[src/rtl/dram_oc_pkg.sv]
package dram_oc_pkg;

   typedef enum logic [2:0] {
      CYC_IDLE     = 3'd0,
      CYC_READ     = 3'd1,
      CYC_EARLY_WR = 3'd2,
      CYC_LATE_WR  = 3'd3,
      CYC_RMW      = 3'd4,
      CYC_RAS_ONLY = 3'd5,
      CYC_CBR      = 3'd6,
      CYC_CAS_ONLY = 3'd7
   } cyc_e;

   localparam int STROBE_W = 4;

endpackage

[src/rtl/dram_strobe_sync.sv]
module dram_strobe_sync #(
   parameter int              WIDTH   = 4,
   parameter int              STAGES  = 2,
   parameter logic [WIDTH-1:0] RST_VAL = '0
) (
   input  logic             clk,
   input  logic             rst_n,
   input  logic [WIDTH-1:0] d_i,
   output logic [WIDTH-1:0] q_o
);

   if (STAGES == 0) begin : g_bypass
      assign q_o = d_i;
   end else begin : g_chain
      logic [WIDTH-1:0] stg [STAGES];

      always_ff @(posedge clk or negedge rst_n) begin
         if (!rst_n) begin
            for (int k = 0; k < STAGES; k++) stg[k] <= RST_VAL;
         end else begin
            stg[0] <= d_i;
            for (int k = 1; k < STAGES; k++) stg[k] <= stg[k-1];
         end
      end

      assign q_o = stg[STAGES-1];
   end

endmodule

[src/rtl/dram_cycle_classify.sv]
module dram_cycle_classify
   import dram_oc_pkg::*;
(
   input  logic       clk,
   input  logic       rst_n,
   input  logic       ras_n_i,
   input  logic       cas_n_i,
   input  logic       we_n_i,
   input  logic       drv_i,
   output logic       ras_rise_o,
   output logic       live_path_o,
   output cyc_e       type_o
);

   logic ras_q, cas_q, we_q, ewr_q, ewr_d;
   logic ras_fall, cas_fall, we_fall;
   cyc_e type_q, type_d;

   assign ras_fall   = ras_q & ~ras_n_i;
   assign ras_rise_o = ~ras_q & ras_n_i;
   assign cas_fall   = cas_q & ~cas_n_i;
   assign we_fall    = we_q & ~we_n_i;

   always_comb begin
      type_d = type_q;
      if (ras_fall)
         type_d = cas_n_i ? CYC_RAS_ONLY : CYC_CBR;
      else if (!ras_n_i && type_q != CYC_CBR && cas_fall)
         type_d = we_n_i ? CYC_READ : CYC_EARLY_WR;
      else if (!ras_n_i && type_q == CYC_READ && we_fall && !cas_n_i)
         type_d = drv_i ? CYC_RMW : CYC_LATE_WR;
      else if (ras_n_i && cas_fall)
         type_d = CYC_CAS_ONLY;
   end

   always_comb begin
      if (cas_n_i)
         ewr_d = 1'b0;
      else if (!ras_n_i && cas_fall && !we_n_i)
         ewr_d = 1'b1;
      else
         ewr_d = ewr_q;
   end

   assign live_path_o = ~ras_n_i & ~cas_n_i & (type_d != CYC_CBR) & ~ewr_d;

   always_ff @(posedge clk or negedge rst_n) begin
      if (!rst_n) begin
         ras_q  <= 1'b1;
         cas_q  <= 1'b1;
         we_q   <= 1'b1;
         ewr_q  <= 1'b0;
         type_q <= CYC_IDLE;
      end else begin
         ras_q  <= ras_n_i;
         cas_q  <= cas_n_i;
         we_q   <= we_n_i;
         ewr_q  <= ewr_d;
         type_q <= type_d;
      end
   end

   assign type_o = type_q;

endmodule

[src/rtl/dram_out_latch.sv]
module dram_out_latch #(
   parameter int DATA_W = 8
) (
   input  logic              clk,
   input  logic              rst_n,
   input  logic              live_path_i,
   input  logic              ras_rise_i,
   input  logic              cas_n_i,
   input  logic              we_n_i,
   input  logic              oe_n_i,
   input  logic [DATA_W-1:0] data_i,
   output logic [DATA_W-1:0] dq_o,
   output logic              oe_o
);

   logic              held_q, held_d, drive_d, capture;
   logic [DATA_W-1:0] dq_q;
   logic              oe_q;

   always_comb begin
      if (cas_n_i)
         held_d = 1'b0;
      else if (ras_rise_i && oe_q)
         held_d = 1'b1;
      else
         held_d = held_q;
   end

   assign capture = live_path_i & ~oe_n_i & we_n_i;
   assign drive_d = (live_path_i | held_d) & ~oe_n_i & we_n_i;

   always_ff @(posedge clk or negedge rst_n) begin
      if (!rst_n) begin
         held_q <= 1'b0;
         oe_q   <= 1'b0;
         dq_q   <= '0;
      end else begin
         held_q <= held_d;
         oe_q   <= drive_d;
         if (capture) dq_q <= data_i;
      end
   end

   assign dq_o = dq_q;
   assign oe_o = oe_q;

endmodule

[src/rtl/dram_out_ctl.sv]
module dram_out_ctl
   import dram_oc_pkg::*;
#(
   parameter int DATA_W      = 8,
   parameter int SYNC_STAGES = 2
) (
   input  logic              clk,
   input  logic              rst_n,
   input  logic              ras_n,
   input  logic              cas_n,
   input  logic              we_n,
   input  logic              oe_n,
   input  logic [DATA_W-1:0] rd_data,
   output logic [DATA_W-1:0] dq_out,
   output logic              dq_oe,
   output logic [2:0]        cycle_type
);

   localparam int LATENCY = SYNC_STAGES + 1;

   if (DATA_W < 1) begin : g_bad_width
      $error("dram_out_ctl: DATA_W must be at least 1");
   end
   if (SYNC_STAGES < 0 || SYNC_STAGES > 4) begin : g_bad_sync
      $error("dram_out_ctl: SYNC_STAGES must lie in 0..4");
   end
   if (LATENCY < 1) begin : g_bad_lat
      $error("dram_out_ctl: derived latency invalid");
   end

   logic [STROBE_W-1:0] strb_s;
   logic [DATA_W-1:0]   data_s;
   logic                ras_s, cas_s, we_s, oe_s;
   logic                ras_rise, live_path;
   cyc_e                cyc;

   dram_strobe_sync #(.WIDTH(STROBE_W), .STAGES(SYNC_STAGES), .RST_VAL({STROBE_W{1'b1}}))
      i_strb_sync (.clk(clk), .rst_n(rst_n), .d_i({ras_n, cas_n, we_n, oe_n}), .q_o(strb_s));

   dram_strobe_sync #(.WIDTH(DATA_W), .STAGES(SYNC_STAGES), .RST_VAL('0))
      i_data_sync (.clk(clk), .rst_n(rst_n), .d_i(rd_data), .q_o(data_s));

   assign {ras_s, cas_s, we_s, oe_s} = strb_s;

   dram_cycle_classify i_classify (
      .clk        (clk),
      .rst_n      (rst_n),
      .ras_n_i    (ras_s),
      .cas_n_i    (cas_s),
      .we_n_i     (we_s),
      .drv_i      (dq_oe),
      .ras_rise_o (ras_rise),
      .live_path_o(live_path),
      .type_o     (cyc)
   );

   dram_out_latch #(.DATA_W(DATA_W)) i_latch (
      .clk        (clk),
      .rst_n      (rst_n),
      .live_path_i(live_path),
      .ras_rise_i (ras_rise),
      .cas_n_i    (cas_s),
      .we_n_i     (we_s),
      .oe_n_i     (oe_s),
      .data_i     (data_s),
      .dq_o       (dq_out),
      .oe_o       (dq_oe)
   );

   assign cycle_type = cyc;

endmodule

[config.mk]
export PLATFORM = sky130hd
export DESIGN_NAME = dram_out_ctl
export DESIGN_NICKNAME = d
export VERILOG_FILES = /design/src/rtl/dram_oc_pkg.sv /design/src/rtl/dram_strobe_sync.sv /design/src/rtl/dram_cycle_classify.sv /design/src/rtl/dram_out_latch.sv /design/src/rtl/dram_out_ctl.sv
export SDC_FILE = /design/constraint.sdc
export NUM_CORES = 1
export LEC_CHECK = 0
export BUFFER_PORTS_ARGS = -buffer_cell sky130_fd_sc_hd__buf_2
export CAP_MARGIN = 10
export CORE_UTILIZATION = 49
export CTS_BUF_LIST = sky130_fd_sc_hd__clkbuf_8 sky130_fd_sc_hd__clkbuf_16
export DETAILED_ROUTE_END_ITERATION = 12
export PLACE_DENSITY = 0.74
export REMOVE_ABC_BUFFERS = 1
export SETUP_SLACK_MARGIN = 0.2
export SLEW_MARGIN = 20
export SYNTH_ARGS = -nofsm -noshare
export SYNTH_HDL_FRONTEND = slang
export SYNTH_SLANG_ARGS = --single-unit
[constraint.sdc]
create_clock -name clk -period 1.6 [get_ports clk]
set_clock_uncertainty 0.1 [all_clocks]
set_input_delay 0.32 -clock clk [delete_from_list [all_inputs] [get_ports clk]]
set_output_delay 0.32 -clock clk [all_outputs]
set_load 0.01 [all_outputs]
==> results.json <==
{
  "status": "finished, violations left",
  "violations": "setup timing",
  "yosys-top-cells-count": "30 x dfrtp_1, 11 x dfstp_2, 9 x nand3_1",
  "clk_latency_ps": 290,
  "irDropWorstVdd_mv": 0.860,
  "p_leak_nw": 0.899,
  "placed_area_sq_mm": 0.00189,
  "initial_core_util_pct": 51.7,
  "p_total_w": 0.00257,
  "yosysMostFrequentCell": "dfrtp_1",
  "grt_overflow": 0,
  "drtAntennaViolNets": 0,
  "hold_class": "in2reg",
  "maxCapViolCount": 0,
  "post-synth-top-area-cell": "dfrtp_1",
  "cts.clk_slew.worst_paths_ps": 80,
  "rrSetupSlack_ps": -110,
  "critPathLaunchType": "flip-flop",
  "syn_avg_cell_area_sq_um": 14.1,
  "antenna_cells": 0,
  "maxSlewViolCount": 0,
  "tritoncts": "done",
  "dp_worst_setup_slack_ps": -189,
  "vias_per_cell": 5.40,
  "grt_pass1_vias": 1164,
  "synth_area_leaders": "dfrtp_1 48%, dfstp_2 18%, a2bb2oi_1 4.4%, o2111ai_1 4.4%, o211ai_1 3.8%",
  "ys_seq_elements": 41,
  "rsz0062_at_grt": "yes",
  "clkSinkCount": 41,
  "synth-main-ff-cell": "dfrtp_1",
  "grt_use_total_pct": 21.3,
  "crit_path_end": "i_latch.dq_o[6]",
  "crit_chain": "buf_4 -> nor4b_4 -> buf_4 -> nand2_4 -> a2bb2oi_1 -> o211ai_1",
  "die_w_um": 58.8,
  "grt_pass1_wl_mm": 5.36,
  "port_buffers": 25,
  "synth_top_area_share_pct": 47.5,
  "pin_count": 26,
  "drtIter0Drc": 48,
  "dp_hpwl_mm": 2.10,
  "endpoint_kind": "flip-flop",
  "numCtsBuffers": 5,
  "drt-total-wl_mm": 3.30,
  "ys_async_sr_fraction_pct": 100,
  "crit_path_frequent_cell": "buf_4",
  "stdcell_area_sq_mm": 0.00212,
  "antenna_found_initial": 0,
  "cpMaxStageDelayCell": "dfstp_2",
  "drcViolationCount": 0,
  "r2r-start": "i_strb_sync.q_o[1]",
  "hold_viol": 0,
  "holdWs_ps": 26.2,
  "fin_nets": 178,
  "yosysSeqAreaShare_pct": 65.8,
  "vias": 1128,
  "clock-root-buffer": "clkbuf_8",
  "yosys_warnings": 0,
  "wl_per_cell_um": 15.8,
  "synth_edf_count": 0,
  "fin_crit_ps": 1710,
  "rows": 20,
  "first_pass_iters": 4,
  "cp-startpoint": "i_strb_sync.q_o[1]",
  "relSlewSlack_pct": 71.7,
  "core-area_sq_mm": 0.00305,
  "clockBufferDepth": 2,
  "grt_max_degree": 25,
  "crit_path_max_fanout": 9,
  "worst_pin_slew_ps": 424,
  "htree_levels": 2,
  "chipHeight_um": 58.8,
  "drive_gt1_share_pct": 49.1,
  "gp_congestion": 0.830,
  "postSynthCellCount": 112,
  "die_area_sq_mm": 0.00345,
  "cp.required_ps": 1660,
  "timing.final.ws_setup_ps": -111,
  "regToRegEndpoint": "i_latch.dq_o[6]",
  "ys_types": 31,
  "critPathArrivalTime_ps": 1770,
  "rr_worst_depth": 6,
  "setup_viol": 9,
  "power.density_mw_per_mm2": 1220,
  "min_period_over_period_pct": 107,
  "max_freq_mhz": 584,
  "max_stage_delay_ps": 530,
  "syn_area_sq_mm": 0.00158,
  "areaGrowthSynthToFinish_pct": 34.0,
  "crit_type": "reg2reg"
}
## worst max-delay path: cells and delay by family (launching register included)
| family | cells | cell delay, ps |
|---|---|---|
| AOI/OAI and AO/OA | 2 | 330 |
| DFF | 1 | 530 |
| buffers and inverters | 2 | 310 |
| and+or+nand+nor | 2 | 310 |
## registers in the layout, summed over array words and instances, names as in the netlist
register and flops:
i_classify.cas_q 1, i_classify.ewr_q 1, i_classify.ras_q 1, i_classify.type_o 3
i_classify.we_q 1, i_data_sync.g_chain.stg 8, i_data_sync.q_o 8, i_latch.dq_o 8
i_latch.held_q 1, i_latch.oe_o 1, i_strb_sync.g_chain.stg 4, i_strb_sync.q_o 4
## power breakdown
group	internal [W]	switching (W)
Clock	0.000467	0.000347
Sequential	0.00116	0.0000837
Combinational	0.000263	0.000257
## area by class of cell
cell class,count,area [sq um]
sequential,41,1040
fill,224,937
multi-input combinational,65,558
timing repair buffer,48,339
clock buffer,5,68.8
tap,44,55.1
clock inverter,3,43.8
inverter,3,11.3
## metrics by stage
step	cells	utilization (%)	TNS (ps)
floorplan	108	-	-3070
global placement	195	61.8	-1110
detailed placement	195	61.8	-1620
CTS	207	67.3	-645
global route	209	69.3	-1260
finish	209	69.3	-702
## repair_timing
item | in CTS | in global routing
pin swaps | 5 | 9
gates resized for setup | 6 | 9
endpoints found under the setup margin | 13 | 13
hold buffers | 1 | 0
hold endpoints to repair | 9 | 0
cloned | 1 | 0
buffers inserted | 2 | 2
## worst min-delay path by stage
stage	start	end	slack [ps]	depth (start not counted)
detailed placement	rst_n	i_classify.type_o[2]	180	1
finish	oe_n	i_strb_sync.g_chain.stg[4]	30	1
global route	oe_n	i_strb_sync.g_chain.stg[4]	3	1
floorplan	rst_n	i_classify.ewr_q	-80	0
CTS	ras_n	i_strb_sync.g_chain.stg[7]	10	1
global placement	rst_n	i_classify.type_o[2]	170	1
## metal layers
metal	track usage [%]	up-vias	part of all wire [%]
met1	26.0	552	42
met4	8.50	0	0.39
met3	7.47	2	5.0
met5	0	-	0
met2	34.6	35	53
li1	-	539	-
## cell families after synthesis
| logic type | count (synthesis) | share of synthesized area [%] |
|---|---|---|
| compound gates | 38 | 20.4 |
| buf+inv | 7 | 2.69 |
| simple gates | 26 | 11.1 |
| flops | 41 | 65.8 |
## layout by cell type (no fill, tap or decap), types with 2 or more instances in the layout
master,n
a2bb2oi_1,6
buf_6,3
nand2b_1,2
nor2_1,3
buf_4,18
dfstp_2,11
clkbuf_8,5
o2111ai_1,8
o211ai_1,8
inv_1,3
and4b_2,2
buf_12,2
a2bb2oi_2,2
a21oi_1,3
nand3b_1,3
dfrtp_1,30
buf_2,24
nand3_1,9
No activity file was read; power rests on OpenSTA's default activity.
